File: src/rtl/dwcc_pkg.sv
package dwcc_pkg;

  typedef enum logic [3:0] {
    OP_ADD   = 4'd0,
    OP_ADDC  = 4'd1,
    OP_SUB   = 4'd2,
    OP_SUBC  = 4'd3,
    OP_AND   = 4'd4,
    OP_OR    = 4'd5,
    OP_XOR   = 4'd6,
    OP_ANDN  = 4'd7,
    OP_ORN   = 4'd8,
    OP_XNOR  = 4'd9,
    OP_TADD  = 4'd10,
    OP_TSUB  = 4'd11,
    OP_TADDT = 4'd12,
    OP_TSUBT = 4'd13,
    OP_MSTEP = 4'd14,
    OP_RSVD  = 4'd15
  } dw_op_e;

  // flag nibble layout {N, Z, V, C}
  localparam int FN = 3;
  localparam int FZ = 2;
  localparam int FV = 1;
  localparam int FC = 0;

  function automatic logic [3:0] make_nib(input logic n, input logic z,
                                          input logic v, input logic c);
    return {n, z, v, c};
  endfunction

  // overflow rule on an adder whose second input is already inverted for subtract
  function automatic logic sign_ovf(input logic sa, input logic sb, input logic sr);
    return (sa == sb) && (sr != sa);
  endfunction

endpackage

File: src/rtl/dwcc_adder.sv
module dwcc_adder #(
  parameter int DATA_W = 64,
  localparam int LOW_W = DATA_W / 2
) (
  input  logic [DATA_W-1:0] a,
  input  logic [DATA_W-1:0] b,
  input  logic              cin,
  input  logic              sub,
  output logic [DATA_W-1:0] sum,
  output logic [3:0]        nib_lo,
  output logic [3:0]        nib_hi
);
  import dwcc_pkg::*;

  logic [DATA_W-1:0] b_eff;
  logic [DATA_W:0]   full_sum;
  logic [LOW_W:0]    low_sum;
  logic              carry_lo, carry_hi;

  always_comb begin
    b_eff    = sub ? ~b : b;
    full_sum = {1'b0, a} + {1'b0, b_eff} + {{DATA_W{1'b0}}, cin};
    low_sum  = {1'b0, a[LOW_W-1:0]} + {1'b0, b_eff[LOW_W-1:0]} + {{LOW_W{1'b0}}, cin};
    sum      = full_sum[DATA_W-1:0];
    // inverted carry acts as a borrow for subtraction
    carry_lo = low_sum[LOW_W] ^ sub;
    carry_hi = full_sum[DATA_W] ^ sub;
    nib_lo = make_nib(sum[LOW_W-1], ~|sum[LOW_W-1:0],
                      sign_ovf(a[LOW_W-1], b_eff[LOW_W-1], sum[LOW_W-1]), carry_lo);
    nib_hi = make_nib(sum[DATA_W-1], ~|sum,
                      sign_ovf(a[DATA_W-1], b_eff[DATA_W-1], sum[DATA_W-1]), carry_hi);
  end

endmodule

File: src/rtl/dwcc_logic.sv
module dwcc_logic #(
  parameter int DATA_W = 64
) (
  input  logic [DATA_W-1:0] a,
  input  logic [DATA_W-1:0] b,
  input  logic [3:0]        sel,
  output logic [DATA_W-1:0] res
);
  import dwcc_pkg::*;

  always_comb begin
    unique case (dw_op_e'(sel))
      OP_AND:  res = a & b;
      OP_OR:   res = a | b;
      OP_XOR:  res = a ^ b;
      OP_ANDN: res = a & ~b;
      OP_ORN:  res = a | ~b;
      OP_XNOR: res = ~(a ^ b);
      default: res = '0;
    endcase
  end

endmodule

File: src/rtl/dwcc_mstep.sv
module dwcc_mstep #(
  parameter int DATA_W = 64,
  localparam int LOW_W = DATA_W / 2
) (
  input  logic [DATA_W-1:0] rs1,
  input  logic [DATA_W-1:0] rs2,
  input  logic [3:0]        flags_lo,
  input  logic [LOW_W-1:0]  y_in,
  output logic [DATA_W-1:0] part_a,
  output logic [DATA_W-1:0] part_b,
  output logic [LOW_W-1:0]  y_next
);
  import dwcc_pkg::*;

  logic nv_bit;

  always_comb begin
    nv_bit = flags_lo[FN] ^ flags_lo[FV];
    part_a = {{(DATA_W-LOW_W){1'b0}}, nv_bit, rs1[LOW_W-1:1]};
    part_b = y_in[0] ? rs2 : '0;
    y_next = {rs1[0], y_in[LOW_W-1:1]};
  end

endmodule

File: src/rtl/dwcc_alu.sv
module dwcc_alu #(
  parameter int DATA_W = 64,
  localparam int LOW_W = DATA_W / 2
) (
  input  logic [DATA_W-1:0] rs1,
  input  logic [DATA_W-1:0] rs2,
  input  logic [3:0]        op,
  input  logic              set_flags,
  input  logic [7:0]        cc_in,
  input  logic [LOW_W-1:0]  y_in,
  output logic [DATA_W-1:0] result,
  output logic [7:0]        cc_out,
  output logic [LOW_W-1:0]  y_out,
  output logic              wr_en,
  output logic              tag_fault
);
  import dwcc_pkg::*;

  dw_op_e            opc;
  logic              is_arith, is_logic, is_tag, is_trapv, is_mstep, is_rsvd, is_sub;
  logic [DATA_W-1:0] add_a, add_b, add_sum, logic_res, ms_a, ms_b;
  logic              add_cin;
  logic [3:0]        nib_lo, nib_hi;
  logic [LOW_W-1:0]  ms_y;
  logic              tag_bits, tag_v32, flag_update;
  logic [7:0]        flags_new;

  always_comb begin
    opc      = dw_op_e'(op);
    is_arith = opc inside {OP_ADD, OP_ADDC, OP_SUB, OP_SUBC};
    is_logic = opc inside {OP_AND, OP_OR, OP_XOR, OP_ANDN, OP_ORN, OP_XNOR};
    is_tag   = opc inside {OP_TADD, OP_TSUB, OP_TADDT, OP_TSUBT};
    is_trapv = opc inside {OP_TADDT, OP_TSUBT};
    is_mstep = (opc == OP_MSTEP);
    is_rsvd  = (opc == OP_RSVD);
    is_sub   = opc inside {OP_SUB, OP_SUBC, OP_TSUB, OP_TSUBT};
    add_a    = is_mstep ? ms_a : rs1;
    add_b    = is_mstep ? ms_b : rs2;
    unique case (opc)
      OP_ADDC:                   add_cin = cc_in[FC];
      OP_SUBC:                   add_cin = ~cc_in[FC];
      OP_SUB, OP_TSUB, OP_TSUBT: add_cin = 1'b1;
      default:                   add_cin = 1'b0;
    endcase
  end

  dwcc_adder #(.DATA_W(DATA_W)) u_add (
    .a(add_a), .b(add_b), .cin(add_cin), .sub(is_sub),
    .sum(add_sum), .nib_lo(nib_lo), .nib_hi(nib_hi)
  );

  dwcc_logic #(.DATA_W(DATA_W)) u_logic (
    .a(rs1), .b(rs2), .sel(op), .res(logic_res)
  );

  dwcc_mstep #(.DATA_W(DATA_W)) u_mstep (
    .rs1(rs1), .rs2(rs2), .flags_lo(cc_in[3:0]), .y_in(y_in),
    .part_a(ms_a), .part_b(ms_b), .y_next(ms_y)
  );

  always_comb begin
    tag_bits  = (|rs1[1:0]) | (|rs2[1:0]);
    tag_v32   = nib_lo[FV] | tag_bits;
    tag_fault = is_trapv & tag_v32;

    if (is_logic) begin
      result    = logic_res;
      flags_new = {make_nib(logic_res[DATA_W-1], ~|logic_res, 1'b0, 1'b0),
                   make_nib(logic_res[LOW_W-1], ~|logic_res[LOW_W-1:0], 1'b0, 1'b0)};
    end else if (is_rsvd) begin
      result    = '0;
      flags_new = cc_in;
    end else begin
      result    = add_sum;
      flags_new = {nib_hi, nib_lo[FN], nib_lo[FZ], is_tag ? tag_v32 : nib_lo[FV], nib_lo[FC]};
    end

    flag_update = ((is_tag | is_mstep) | ((is_arith | is_logic) & set_flags)) & ~tag_fault;
    cc_out      = flag_update ? flags_new : cc_in;
    wr_en       = ~is_rsvd & ~tag_fault;
    y_out       = is_mstep ? ms_y : y_in;
  end

  // checks between the separately built pieces
  always_comb begin
    AST_TRAP_HOLDS_STATE: assert (!tag_fault || (!wr_en && cc_out == cc_in)) else $error("fault with write or flag change");
    AST_TAG_SETS_V: assert (!(is_tag && tag_bits && !tag_fault) || cc_out[FV]) else $error("tag bits without V");
    AST_Y_UNTOUCHED: assert (is_mstep || y_out == y_in) else $error("Y changed by non-step op");
    AST_LOGIC_VC_CLEAR: assert (!(is_logic && set_flags) || (cc_out[1:0] == 2'b00 && cc_out[5:4] == 2'b00)) else $error("logic op left V/C");
    AST_Z_TRACKS_RESULT: assert (!flag_update || is_rsvd || (cc_out[FZ] == (result[LOW_W-1:0] == '0) && cc_out[4+FZ] == (result == '0))) else $error("Z disagrees with result");
    AST_RSVD_QUIET: assert (!is_rsvd || (!wr_en && !tag_fault && cc_out == cc_in)) else $error("reserved op acted");
  end

endmodule

File: config.mk
export PLATFORM = sky130hd
export DESIGN_NAME = dwcc_alu
export DESIGN_NICKNAME = d
export VERILOG_FILES = /design/src/rtl/dwcc_pkg.sv /design/src/rtl/dwcc_adder.sv /design/src/rtl/dwcc_logic.sv /design/src/rtl/dwcc_mstep.sv /design/src/rtl/dwcc_alu.sv
export SDC_FILE = /design/constraint.sdc
export NUM_CORES = 1
export LEC_CHECK = 0
export BUFFER_PORTS_ARGS = -buffer_cell sky130_fd_sc_hd__buf_2
export CAP_MARGIN = 10
export CORE_MARGIN = 5
export CORE_UTILIZATION = 59
export DETAILED_ROUTE_END_ITERATION = 8
export GPL_TIMING_DRIVEN = 1
export PLACE_DENSITY = 0.86
export SLEW_MARGIN = 20
export SYNTH_ARGS = -nofsm -noshare
export SYNTH_HDL_FRONTEND = slang
export SYNTH_HIERARCHICAL = 1
export SYNTH_SLANG_ARGS = --single-unit
File: constraint.sdc
create_clock -name vclk -period 10.4
set_clock_uncertainty 0.15 [all_clocks]
set_input_delay 2.08 -clock vclk [all_inputs]
set_output_delay 2.08 -clock vclk [all_outputs]
set_load 0.1 [all_outputs]
==> results of run 1 <==
-- power by group through the flow --
stage          Sequential, mW  Combinational [mW]    Clock [mW]
3_5_place_dp                0                1.88             0
3_3_place_gp                0                1.87             0
6_report                    0                1.95  0.0000000906
4_1_cts                     0                1.89             0
5_1_grt                     0                2.04  0.0000000904
2_1_floorplan               0                1.50             0
-- path summary, 6_finish.rpt --
kind	startpoint	end	cells after the start
setup / recovery	op[2]	cc_out[6]	24
hold / removal	op[1]	tag_fault	3
-- layout by cell type, fill, tap and decap left out, types with 6 or more instances in the layout --
cell type  instances
a211oi_1          10
a21o_1            25
a21oi_1          214
a22o_1            68
and2_1             9
and2_2            65
buf_2            276
buf_4             39
conb_1            32
diode_2            7
ha_1              60
inv_1             91
maj3_1            18
maj3_2            44
mux2_1             9
mux2_2           152
nand2_1           81
nand2b_1          11
nand3_1            6
nand4_1           34
nor2_1            59
nor2b_1            6
nor3_1            16
nor3b_1           67
nor4_1            26
o211ai_1           9
o21a_1            11
o21ai_0          113
o21bai_1           7
o22ai_1          130
o31ai_1            6
xnor2_1           33
xor2_1            94
-- cell families after synthesis --
kind of cell	Yosys count	synth area share, %
AOI/OAI and AO/OA	660	32.0
and+or+nand+nor	422	19.3
buffers and inverters	325	13.8
muxes	166	14.6
xor gates and xnor gates	127	8.60
adders and majority gates	127	11.6
other	1	0.0290
-- cell type report --
type / instances / area [sq um]
repair buffers: 327 / 1920
multi-input cells: 1534 / 11400
inverters: 91 / 342
fillers: 1988 / 7630
diodes: 7 / 17.5
well taps: 280 / 350
-- repair_timing --
item	CTS	global route
hold endpoints to repair	0	0
cloned	0	3
pin swaps	0	12
resized for setup	5	28
buffers inserted	0	8
setup endpoints to repair	1	1
-- synthesized netlist by cell type, types with 42 or more instances --
cell	n	area share, %
a21oi_1	216	8.4
mux2_2	152	13
o22ai_1	131	6.3
o21ai_0	114	4.4
buf_4	112	6.5
xor2_1	94	6.4
inv_1	91	2.6
nand2_1	82	2.4
a22o_1	68	4.6
nor3b_1	67	3.9
and2_2	65	3.8
ha_1	63	6.1
nor2_1	61	1.8
buf_2	54	2.1
maj3_2	44	3.8
clkbuf_1	42	1.2
-- routing by layer --
layer  routed length, um  vias up
met5                   0        -
met4                1100        0
met3                3610       81
met2               22200      707
met1               20100     7030
li1                    -     6963
-- through the flow --
stage / std cells / worst slack (ns) / power (mW)
6_report: 2239 / 0.168 / 1.95
2_1_floorplan: 1859 / 0.0970 / 1.50
5_1_grt: 2239 / -0.0226 / 2.04
3_3_place_gp: 2221 / 0.0145 / 1.87
3_5_place_dp: 2221 / -0.131 / 1.88
4_1_cts: 2221 / 0.0229 / 1.89
==> flow_summary_export.csv, run 1 <==
group,metric,value,unit
global_route,met1_usage,45.6,%
setup_path,cp_num_buf_inv,4,
layout,drive_gt1_share,32.8,%
setup_path,crit_chain,"buf_2 > and2_2 > nand2_8 > buf_16 > mux2_2 > xor2_1 > ha_1 > nand4_1 > nor3_2 > a311oi_2 > a21oi_2 > a31oi_4 > o211ai_1 > buf_4 > xor2_1 > nor2_2 > or4b_1 > or4b_1 > nor4_4 > a21o_2 > o311ai_0 > o2111a_1 > o22ai_4 > buf_12",
power,power.leakage,6.16,nW
power,switchingPower,1.42,mW
power,power_frac_seq,0,%
setup_path,crit_family,"simple AND/OR/NAND/NOR gates",
place,dpl_cell_area,0.0137,sq mm
layout,finalNetCount,2192,
sta,max_freq,97.7,MHz
sta,layout_min_cycle_time,10.23,ns
setup_path,path_class,"input port to primary output",
global_route,grt_start_max_net_pins,197,
place,hpwlAfterDp,36500,um
routing,num_vias,14800,
global_route,grt_pass1_vias,13200,
floorplanning,num_rows,54,
layout,nClkBuffers,0,
global_route,grt_pass1_wl,69500,um
worst_hold_path,hold_class,"input port to primary output",
sta,setup_tns,0,ns
place,gp_congestion,0.993,
setup_path,cp.arrival,8.00,ns
power,internal_power,525,uW
synthesis,ys_seq_area_share,0,%
layout,fin_area,0.0141,sq mm
routing,drt-total-wl,47000,um
sta,setup_violations,0,
sta,slew-limit-headroom,33.9,%
synthesis,yosysUniqueCellTypes,86,
sta,final_max_slew_viol_count,0,
sta,hold_ws,4.55,ns
routing,viasPerCell,6.60,
routing,ant_nets,0,
synthesis,synth_area,0.0129,sq mm
synthesis,synthCells,1828,
floorplanning,dieArea,0.0250,sq mm
floorplanning,die_y,158,um
global_route,overflow,0,
job,cap_violations,0,
setup_path,crit_path_top_delay_cell,"or4b_1",
routing,drtIter0Drc,1348,
sta,worst_pin_slew,0.991,ns
layout,seq_cells,0,
synthesis,ys_warn_count,6,
place,port_buffers,279,
setup_path,critPathMaxFanout,22,
sta,fin_crit_sh,98.4,%
setup_path,start_kind,"input port",
sta,report.final.hold_viol_count,0,
global_route,grtUsageTotal,33.8,%
synthesis,postSynthAreaPerCell,7.08,sq um
power,clockPowerShare,0,%
floorplanning,io_pins,279,
routing,drc,0,
setup_path,cpPeakStageDelay,0.59,ns
run_status,run_status,"complete, no violations",
floorplanning,coreArea,0.0217,sq mm
routing,wl_per_cell,21.0,um
layout,area_delta_synth_final,8.67,%
floorplanning,die_w,158,um
layout,register_area,0,sq um
power,pwr-share-comb,100.0,%
routing,first_pass_iters,6,
setup_path,worstSetupEndpointType,"primary output",
global_route,grt-busiest-layer,"met2",
power,ir_worst_vdd,0.171,mV
setup_path,crit_required,8.17,ns
layout,fin_util,64.8,%
global_route,gr-usage-met3,2.43,%
power,powerDensity,139,mW/mm^2
power,switching_share,73.1,%
global_route,met2_usage,58.0,%
floorplanning,start_util,59.7,%
global_route,antenna_found_initial,7,
clocking,hold_buffers,0,
Power figures use the tool's default switching activity.
==> run 2: changes to the inputs <==
Settings changed: CORE_UTILIZATION 59 to 35, PLACE_DENSITY 0.86 to default.
==> run 2 against run 1 <==
  * Worst hold slack worse by 0.15 ns
  * Critical path depth stayed put
  * Clock-buffer cell count unchanged
  * Global-route usage shrank 12 points
  * Power grew 1.6%
  * Via count shrank 3.7%
  * Largest power group unchanged
  * Highest routed layer is now met5
==> flow_summary_export.csv, run 2 (synthesis gave the netlist of run 1 again) <==
group,metric,value,unit
routing,drc,0,
job,cap_violations,0,
sta,final_max_slew_viol_count,0,
setup_path,path_class,"input port to primary output",
setup_path,cp_num_cells,24,
layout,finalNetCount,2192,
run_status,run_status,"complete, no violations",
sta,worst_pin_slew,1.01,ns
routing,wl_per_cell,20.3,um
setup_path,crit_chain,"buf_2 > and2_2 > nand2_4 > mux2_1 > xor2_1 > fa_1 > inv_1 > fa_1 > nand2b_1 > a21oi_2 > o2111a_2 > o21ai_2 > a21boi_4 > nor2_4 > o41ai_4 > xor2_1 > or4b_1 > or4b_1 > nor4_4 > nor2b_1 > o311ai_0 > o2111a_1 > o22ai_2 > buf_12",
layout,fin_area,0.0143,sq mm
layout,area_delta_synth_final,10.7,%
setup_path,cp.arrival,7.89,ns
routing,ant_nets,0,
global_route,grt_pass1_vias,13100,
floorplanning,io_pins,279,
floorplanning,coreArea,0.0365,sq mm
place,port_buffers,279,
layout,final_cell_mix,"buf_2, a21oi_1, mux2_2",
place,gp_congestion,0.994,
setup_path,worstSetupEndpointType,"primary output",
floorplanning,start_util,35.4,%
sta,layout_min_cycle_time,10.12,ns
setup_path,crit_required,8.17,ns
sta,max_freq,98.8,MHz
power,powerDensity,138,mW/mm^2
sta,slew-limit-headroom,32.4,%
setup_path,endpoint,"cc_out[6]",
setup_path,cpPeakStageDelay,0.58,ns
power,ir_worst_vdd,0.136,mV
setup_path,cp_num_buf_inv,3,
layout,drive_gt1_share,32.5,%
routing,num_vias,14200,
worst_hold_path,hold_class,"input port to primary output",
sta,fin_crit_sh,97.3,%
place,dpl_cell_area,0.0142,sq mm
layout,seq_cells,0,
layout,nClkBuffers,0,
sta,report.final.hold_viol_count,0,
sta,setup_violations,0,
power,switching_share,72.4,%
clocking,hold_buffers,0,
power,power.leakage,6.20,nW
place,hpwlAfterDp,39500,um
setup_path,crit_family,"simple AND/OR/NAND/NOR gates",
power,switchingPower,1.43,mW
power,clockPowerShare,0,%
layout,final_common_cell,"buf_2",
global_route,overflow,0,
routing,drtIter0Drc,1191,
global_route,grt_start_max_net_pins,198,
routing,first_pass_iters,8,
floorplanning,die_y,202,um
power,pwr-share-comb,100.0,%
global_route,antenna_found_initial,5,
layout,register_area,0,sq um
setup_path,crit_path_top_delay_cell,"or4b_1",
setup_path,start_kind,"input port",
routing,drt-total-wl,49100,um
setup_path,crit_path_start,"op[3]",
global_route,grtUsageTotal,21.9,%
routing,viasPerCell,5.88,
floorplanning,dieArea,0.0409,sq mm
sta,setup_tns,0,ns
global_route,grt_pass1_wl,75000,um
floorplanning,num_rows,70,
power,power_frac_seq,0,%
setup_path,critPathMaxFanout,9,
floorplanning,die_w,202,um
sta,rsz0062_at_grt,"no",
power,internal_power,546,uW
-- run 2: changes by cell type in the layout (fill, tap and decap cells not counted), moves of 2 or more --
cell and delta:
buf_12 +11, buf_16 -2, buf_2 -8, buf_4 +3, clkbuf_16 -2, diode_2 -6
ha_1 +3, ha_2 -3, nor2_1 +2, nor2_2 -3
-- run 2: worst min path at each step --
stage                     startpoint         to  slack, ns  cells after the start
final                       cc_in[4]  cc_out[4]       4.40                      3
after global routing        cc_in[4]  cc_out[4]       4.41                      3
after CTS                   cc_in[4]  cc_out[4]       4.40                      3
after detailed placement    cc_in[4]  cc_out[4]       4.40                      3
after global placement      cc_in[7]  cc_out[7]       4.40                      3
after floorplan             cc_in[0]  cc_out[0]       4.33                      1
-- run 2: what timing repair did --
action	CTS	global route
setup endpoints to repair	0	1
setup buffers	0	3
gates resized for setup	0	20
-- run 2: stage by stage --
stage                     hold WS (ns)  cells  power, mW  worst slack (ns)  utilization, %
after CTS                         4.40   2416       1.95           0.00283            38.8
final                             4.40   2421       1.98             0.279            39.2
after global placement            4.40   2416       1.94             0.194            38.8
after floorplan                   4.33   1859       1.50            0.0970               -
after global routing              4.41   2421       2.08            0.0193            39.2
after detailed placement          4.40   2416       1.95            0.0668            38.8
-- run 2: power by group through the flow --
stage	combinational, mW	sequential [mW]	clock [mW]
global placement	1.94	0	0
finish	1.98	0	0.0000000130
detailed placement	1.95	0	0
global route	2.08	0	0.0000000129
CTS	1.95	0	0
floorplan	1.50	0	0
-- run 2: layout make-up --
cell class                 count  area [sq um]
fill                        3868         22200
inverter                      91           342
tap                          468           586
antenna                        1          2.50
multi-input combinational   1534         11400
timing repair buffer         327          1990
-- run 2: per-layer routing --
metal  up-vias  track usage (%)  wire length (um)
met1      6650             30.9             22500
met3        56             1.94              3010
met2       576             36.5             22500
li1       6942                -                 -
met4         6             4.22              1090
met5         -                0                40
